===== config.mk =====
export PLATFORM = sky130hd
export DESIGN_NAME = sdclk_gen
export DESIGN_NICKNAME = d
export VERILOG_FILES = /design/src/rtl/sdclk_pkg.sv /design/src/rtl/sdclk_cfg_reg.sv /design/src/rtl/sdclk_gate.sv /design/src/rtl/sdclk_divider.sv /design/src/rtl/sdclk_gen.sv
export SDC_FILE = /design/constraint.sdc
export NUM_CORES = 1
export LEC_CHECK = 0
export ABC_CLOCK_PERIOD_IN_PS = 2800
export BUFFER_PORTS_ARGS = -buffer_cell sky130_fd_sc_hd__buf_2
export CAP_MARGIN = 40
export CORE_MARGIN = 10
export CORE_UTILIZATION = 55
export DETAILED_ROUTE_END_ITERATION = 10
export PLACE_DENSITY = 0.76
export SETUP_SLACK_MARGIN = 0.2
export SLEW_MARGIN = 20
export SYNTH_ARGS = -nofsm -noshare
export SYNTH_HDL_FRONTEND = slang
export SYNTH_SLANG_ARGS = --single-unit

===== constraint.sdc =====
create_clock -name clk -period 2.8 [get_ports clk]
set_clock_uncertainty 0.2 [all_clocks]
set_input_delay 0.28 -clock clk [delete_from_list [all_inputs] [get_ports clk]]
set_output_delay 0.28 -clock clk [all_outputs]
set_load 0.05 [all_outputs]

===== src/rtl/sdclk_pkg.sv =====
package sdclk_pkg;
  localparam int DIV_W   = 8;
  localparam int POS_EN  = 8;
  localparam int POS_PS  = 9;
  localparam int POS_BY  = 10;
  localparam int POS_W4  = 11;
  localparam int POS_W8  = 12;

  typedef struct packed {
    logic [DIV_W-1:0] div;
    logic             en;
    logic             pwrsave;
    logic             bypass;
    logic             flowctl;
    logic [1:0]       width;
  } sdclk_cfg_t;
endpackage


===== src/rtl/sdclk_cfg_reg.sv =====
module sdclk_cfg_reg
  import sdclk_pkg::*;
#(
  parameter int REG_W  = 16,
  parameter int FC_BIT = 13
) (
  input  logic             clk,
  input  logic             rst_n,
  input  logic             we,
  input  logic [REG_W-1:0] wdata,
  output sdclk_cfg_t       cfg
);
  sdclk_cfg_t cfg_q;
  sdclk_cfg_t cfg_d;
  logic       unused_bits;

  always_comb begin
    cfg_d.div     = wdata[DIV_W-1:0];
    cfg_d.en      = wdata[POS_EN];
    cfg_d.pwrsave = wdata[POS_PS];
    cfg_d.bypass  = wdata[POS_BY];
    cfg_d.flowctl = wdata[FC_BIT];
    cfg_d.width   = {wdata[POS_W8], wdata[POS_W4]};
  end

  assign unused_bits = ^wdata;

  always_ff @(posedge clk or negedge rst_n) begin
    if (!rst_n)  cfg_q <= '0;
    else if (we) cfg_q <= cfg_d;
  end

  assign cfg = cfg_q;
endmodule


===== src/rtl/sdclk_gate.sv =====
module sdclk_gate
  import sdclk_pkg::*;
(
  input  logic       clk,
  input  logic       rst_n,
  input  sdclk_cfg_t cfg,
  input  logic       bus_active,
  input  logic       tx_empty,
  input  logic       rx_full,
  input  logic       div_parked,
  output logic       run_div,
  output logic       byp_gate
);
  logic stall;
  logic allow;

  always_comb begin
    stall   = (cfg.flowctl && (tx_empty || rx_full)) ||
              (cfg.pwrsave && !bus_active);
    allow   = cfg.en && !stall;
    run_div = allow && !cfg.bypass;
  end

  // Re-armed only while the master clock is low, so the gated clock
  // cannot be cut in its high half.
  always_ff @(negedge clk or negedge rst_n) begin
    if (!rst_n) byp_gate <= 1'b0;
    else        byp_gate <= allow && cfg.bypass && div_parked;
  end
endmodule


===== src/rtl/sdclk_divider.sv =====
module sdclk_divider
  import sdclk_pkg::*;
#(
  parameter int DIV_MODE = 0
) (
  input  logic             clk,
  input  logic             rst_n,
  input  logic [DIV_W-1:0] div,
  input  logic             run,
  output logic             strobe,
  output logic             parked,
  output logic             clk_q
);
  localparam int CW = DIV_W + 2;

  logic [DIV_W-1:0] div_act;
  logic [CW-1:0]    cnt;
  logic [CW-1:0]    cnt_inc;
  logic [CW-1:0]    last_idx;
  logic [CW-1:0]    hi_len;
  logic             at_last;

  generate
    if (DIV_MODE == 0) begin : g_even
      assign last_idx = {1'b0, div_act, 1'b1};
      assign hi_len   = {2'b00, div_act} + CW'(1);
    end else begin : g_compact
      assign last_idx = {2'b00, div_act} + CW'(1);
      assign hi_len   = ({2'b00, div_act} + CW'(2)) >> 1;
    end
  endgenerate

  assign cnt_inc = cnt + CW'(1);
  assign at_last = (cnt == last_idx);
  assign strobe  = run && (parked || at_last);

  always_ff @(posedge clk or negedge rst_n) begin
    if (!rst_n) begin
      div_act <= '0;
      cnt     <= '0;
      parked  <= 1'b1;
      clk_q   <= 1'b0;
    end else if (strobe) begin
      div_act <= div;
      cnt     <= '0;
      parked  <= 1'b0;
      clk_q   <= 1'b1;
    end else if (!parked) begin
      if (at_last) begin
        parked <= 1'b1;
        clk_q  <= 1'b0;
      end else begin
        cnt   <= cnt_inc;
        clk_q <= (cnt_inc < hi_len);
      end
    end
  end
endmodule


===== src/rtl/sdclk_gen.sv =====
module sdclk_gen
  import sdclk_pkg::*;
#(
  parameter int REG_W    = 16,
  parameter int FC_BIT   = 13,
  parameter int DIV_MODE = 0
) (
  input  logic             clk,
  input  logic             rst_n,
  input  logic             cfg_we,
  input  logic [REG_W-1:0] cfg_wdata,
  input  logic             bus_active,
  input  logic             tx_empty,
  input  logic             rx_full,
  output logic             card_clk,
  output logic             clk_strobe,
  output logic [1:0]       bus_width
);
  sdclk_cfg_t cfg;
  logic       run_div;
  logic       byp_gate;
  logic       div_strobe;
  logic       div_parked;
  logic       div_clk_q;
  logic       en_q;

  sdclk_cfg_reg #(.REG_W(REG_W), .FC_BIT(FC_BIT)) u_reg (
    .clk(clk), .rst_n(rst_n), .we(cfg_we), .wdata(cfg_wdata), .cfg(cfg)
  );

  sdclk_gate u_gate (
    .clk(clk), .rst_n(rst_n), .cfg(cfg), .bus_active(bus_active),
    .tx_empty(tx_empty), .rx_full(rx_full), .div_parked(div_parked),
    .run_div(run_div), .byp_gate(byp_gate)
  );

  sdclk_divider #(.DIV_MODE(DIV_MODE)) u_div (
    .clk(clk), .rst_n(rst_n), .div(cfg.div), .run(run_div),
    .strobe(div_strobe), .parked(div_parked), .clk_q(div_clk_q)
  );

  assign en_q       = cfg.en;
  assign card_clk   = byp_gate ? clk : div_clk_q;
  assign clk_strobe = div_strobe || byp_gate;
  assign bus_width  = cfg.width;
endmodule


==> results of run 1 <==
==> critical path, stage by stage (launching register included) <==
cell,delay (ns)
dfrtn_1,0.42
mux2_4,0.31
buf_6,0.15
==> worst paths after layout <==
kind,end
setup / recovery,card_clk
hold / removal,u_reg.cfg[3]
setup reg to reg,u_div.clk_q
hold reg to reg,u_div.div_act[1]
max in group asynchronous,u_gate.byp_gate
min in group asynchronous,u_div.cnt[6]
==> metrics by stage <==
stage | instance area (µm²) | setup slack, ns | cells
4_1_cts | 2520 | -0.378 | 276
2_1_floorplan | 2040 | 0.142 | 180
3_5_place_dp | 2200 | 0.0163 | 249
3_3_place_gp | 2200 | 0.0255 | 249
5_1_grt | 2560 | -0.394 | 280
6_report | 2560 | -0.373 | 280
==> sequential cells by signal, summed over array words and instances (netlist names) <==
register	count
u_div.cnt	10
u_reg.cfg	14
u_div.parked	1
u_div.div_act	8
u_gate.byp_gate	1
u_div.clk_q	1
==> cell families after synthesis <==
kind of cell             count (synthesis)  share of synthesized area
AO/OA/AOI/OAI                           23                     0.0917
XOR/XNOR                                19                     0.0819
adder cells (fa/ha/maj)                 10                     0.0616
buffers and inverters                   12                     0.0345
flip-flops                              35                      0.432
multiplexers                            22                      0.135
AND/OR/NAND/NOR                         59                      0.164
==> Yosys cell counts (2+ instances only) <==
master,count,area [µm²]
a21o_1,7,52.6
a21oi_1,5,25.0
and3_1,2,12.5
buf_4,2,15.0
buf_6,2,22.5
clkbuf_1,2,7.51
dfrtp_1,33,826
ha_1,10,125
inv_1,4,15.0
mux2_2,15,169
mux2_4,7,105
nand2_1,15,56.3
nand2b_1,5,31.3
nand3_1,12,60.1
nand4_1,6,37.5
nor2_1,7,26.3
nor3_1,2,10.0
o21ai_0,3,15.0
or2_2,3,18.8
xnor2_1,7,61.3
xor2_1,12,105
==> area by class of cell <==
cell class | count | area, µm² | area share
clock buffers | 10 | 135 | 0.0527
clock inverters | 1 | 5.00 | 0.00195
inverters | 4 | 15.0 | 0.00586
multi-input cells | 133 | 1110 | 0.433
flip-flops and latches | 35 | 881 | 0.344
well taps | 48 | 60.1 | 0.0234
repair buffers | 49 | 357 | 0.139
==> layer usage <==
metal | track usage | vias up | wire length (µm)
li1 | - | 744 | -
met1 | 0.164 | 778 | 1960
met2 | 0.283 | 53 | 2580
met3 | 0.0563 | 10 | 286
met4 | 0.0571 | 0 | 54
met5 | 0 | - | 0
==> power breakdown <==
part           switching, W  leakage [nW]  total (W)  internal (W)
sequential         0.000178         0.423   0.000833      0.000655
combinational      0.000581         0.727    0.00111      0.000527
clock              0.000217        0.0816   0.000519      0.000302
==> repair_timing <==
item,in CTS,in global routing
setup endpoints to repair,3,3
resized for setup,9,5
buffers inserted,2,4
endpoints found under the hold margin,47,0
pin swaps,5,9
hold buffers,15,0
==> impl_metrics.tcl, run 1 <==
set metrics [dict create \
    power_leakage_nw 1.23 \
    setup_slack_ns -0.373 \
    via_count 1585 \
    grt_pass1_vias 1676 \
    setup_tns_ns -0.694 \
    synthArstFlopShare 1.00 \
    synth_fp_nets 212 \
    fill_cells 254 \
    ant_nets 0 \
    power_density_mw_per_mm2 960 \
    ff2ff_path_depth 9 \
    dieWidth_um 80.8 \
    hold_path_class "primary input to flip-flop" \
    startpoint "u_gate.byp_gate" \
    io_pins 26 \
    end_kind "output pin" \
    violations "negative setup slack" \
    whs_path_depth 2 \
    reg2reg_from "u_div.cnt[1]" \
    n_antenna_cell 0 \
    layout_commonest_cell "dfrtp_1" \
    synth_warnings 0 \
    synth_edf_count 0 \
    firstDrtPassIters 4 \
    path_max_fanout 2 \
    grt_max_degree 35 \
    whs_ns 0.174 \
    crit_arrival_ns 2.69 \
    gr-total-overflow 0 \
    crit_path_start_kind "flip-flop" \
    synth_area_mm2 0.00203 \
    maxSlewHeadroom 0.618 \
    path_class "flip-flop to output pin" \
    drtIter0Drc 176 \
    syn_to_final_growth_pct 26.2 \
    layout_common_cells "dfrtp_1, buf_2, nand2_1, dlygate4sd3_1, mux2_2" \
    yosysUniqueCellTypes 40 \
    start_util 0.563 \
    finalSetupViolations 2 \
    ir_drop_uv 471 \
    drcViolationCount 0 \
    final-hold-violation-count 0 \
    grt_pass1_wl_um 7960 \
    rsz0062_at_grt "yes" \
    utilization 0.711 \
    maxCapViolCount 0 \
    r2r_slack_ns 0.17 \
    clkLatencyLatePin_ns 0.39 \
    required_ns 2.32 \
    syn_avg_cell_area_um2 11.3 \
    vias_per_cell 5.66 \
    ys_ff_latch 35 \
    nets 264 \
    place_congestion 0.871 \
    worst_pin_slew_ns 0.567 \
    outcome "complete, but fails checks" \
    tritoncts "built" \
    clk_pin_slew_ns 0.07 \
    min_from "cfg_we" \
    wl_per_cell_um 17.4 \
    drive_gt1_frac 0.362 \
    die_area_mm2 0.00653 \
    antenna_found_initial 0 \
    hpwl_um 3270 \
    ys.flop_type "dfrtp_1" \
    io_buffers 23 \
    power.total_w 0.00246 \
    timing.final.max_slew_violations 0 \
    die_h_um 80.8 \
    totalWireLength_um 4880 \
    rows 22 \
    grt.total_usage 0.157 \
    synth_cells 180 \
    core_mm2 0.00361 \
    yosysSeqAreaShare 0.432 \
]
Power figures use the tool's default switching activity.
==> run 2: changes to the inputs <==
--- a/config.mk
+++ b/config.mk
@@ -11,7 +11,7 @@
 export CORE_MARGIN = 10
 export CORE_UTILIZATION = 55
 export DETAILED_ROUTE_END_ITERATION = 10
-export PLACE_DENSITY = 0.76
+export PLACE_DENSITY = 0.79
 export SETUP_SLACK_MARGIN = 0.2
 export SLEW_MARGIN = 20
 export SYNTH_ARGS = -nofsm -noshare
==> run 2 against run 1 <==
The flow still finishes with violations (negative setup slack). Sequential share of layout area fell by 1.0 points. First-iteration DRC count fell by 3.4%. Power rose by 4.9%. Critical path depth did not move. Core utilization rose by 2.3 points. Die area did not move. Sequential power rose by 0.5%. Worst setup slack got worse by 0.014 ns. Cell count rose by 1.8%. Largest cell class unchanged.
==> impl_metrics.tcl, run 2 (synthesis results as in run 1) <==
set metrics [dict create \
    wl_met1_um 2210 \
    grt_max_degree 35 \
    finalSetupViolations 2 \
    clkLatencyLatePin_ns 0.39 \
    whs_ns 0.170 \
    wl_met2_um 2760 \
    wl_per_cell_um 19.0 \
    maxSlewHeadroom 0.513 \
    final-hold-violation-count 0 \
    core_mm2 0.00361 \
    drtIter0Drc 170 \
    crit_arrival_ns 2.71 \
    maxCapViolCount 0 \
    cpMaxStageDelayCell "dfrtn_1" \
    ant_nets 0 \
    place_ws_ns 0.0124 \
    io_buffers 23 \
    power_density_mw_per_mm2 974 \
    power_leakage_nw 1.25 \
    end_kind "output pin" \
    r2r_slack_ns 0.29 \
    path_class "flip-flop to output pin" \
    top_layer_used "met4" \
    via_count 1639 \
    violations "negative setup slack" \
    die_h_um 80.8 \
    nets 267 \
    vias_per_cell 5.75 \
    timing.final.max_slew_violations 0 \
    hold_path_class "primary input to flip-flop" \
    layout_commonest_cell "dfrtp_1" \
    setup_slack_ns -0.388 \
    routed-wl-met3_um 329 \
    hpwl_um 3310 \
    critPathMaxStageDelay_ns 0.43 \
    io_pins 26 \
    largest_register_ffs 14 \
    rows 22 \
    gr-total-overflow 0 \
    die_area_mm2 0.00653 \
    syn_to_final_growth_pct 30.3 \
    crit_chain "mux2_4, buf_6" \
    drive_gt1_frac 0.394 \
    fill_cells 205 \
    dieWidth_um 80.8 \
    worst_pin_slew_ns 0.724 \
    grt_pass1_wl_um 8540 \
    crit_path_start_kind "flip-flop" \
    grt.total_usage 0.168 \
    start_util 0.563 \
    grt_pass1_vias 1779 \
    place_congestion 0.933 \
    path_max_fanout 2 \
    ir_drop_uv 570 \
    drcViolationCount 0 \
    firstDrtPassIters 4 \
    antenna_found_initial 1 \
    rsz0062_at_grt "yes" \
    clk_pin_slew_ns 0.07 \
    required_ns 2.32 \
    tritoncts "built" \
    totalWireLength_um 5430 \
    layout_common_cells "dfrtp_1, buf_2, nand2_1, dlygate4sd3_1, mux2_2" \
    outcome "complete, but fails checks" \
]
[run 2: path summary, 6_finish.rpt]
kind | from | end | cells past startpoint
max | u_gate.byp_gate | card_clk | 2
min reg2reg | u_reg.cfg[8] | u_div.div_act[2] | 1
max in group asynchronous | rst_n | u_gate.byp_gate | 2
max reg2reg | u_div.cnt[0] | u_div.clk_q | 9
min in group asynchronous | rst_n | u_div.cnt[3] | 3
min | cfg_we | u_reg.cfg[7] | 2
[run 2: cell type report]
class                      instances  area [µm²]  share of cell area
clock buffer                      10         125              0.0473
inverter                           4        15.0             0.00567
multi-input combinational        133        1160               0.440
antenna                            1        2.50            0.000945
clock inverter                     2        12.5             0.00473
sequential                        35         882               0.333
tap                               48        60.1              0.0227
timing repair buffer              52         387               0.146
[run 2: through the flow]
step           utilization  instance area (µm²)  total power (W)  instances  setup TNS (ns)
6_report             0.734                 2650          0.00258        285          -0.705
3_3_place_gp         0.612                 2210          0.00183        250               0
4_1_cts              0.701                 2530          0.00242        280          -0.710
3_5_place_dp         0.612                 2210          0.00189        250               0
2_1_floorplan            -                 2040          0.00162        180               0
5_1_grt              0.734                 2650          0.00274        285          -0.766
[run 2: critical path: cells and delay by family, from the launching register on]
| kind | cells | cell delay (ns) |
|---|---|---|
| flops | 1 | 0.43 |
| buf+inv | 1 | 0.15 |
| mux | 1 | 0.31 |
[run 2: what timing repair did]
item	4_1_cts	5_1_grt
pin swaps	1	8
endpoints found under the hold margin	47	0
setup endpoints to repair	3	3
setup buffers	4	4
hold buffers	15	0
gates resized for setup	5	19
[run 2: report_power, final]
part	switching, W	total (W)	leakage [nW]	internal, W
clock network	0.000235	0.000519	0.0758	0.000284
registers	0.000182	0.000837	0.421	0.000655
logic	0.000641	0.00122	0.750	0.000583
[run 2: layer usage]
metal,track usage,vias to the layer above
met5,0,-
met4,0.0882,0
met3,0.0563,17
met2,0.287,74
met1,0.181,798
li1,-,750
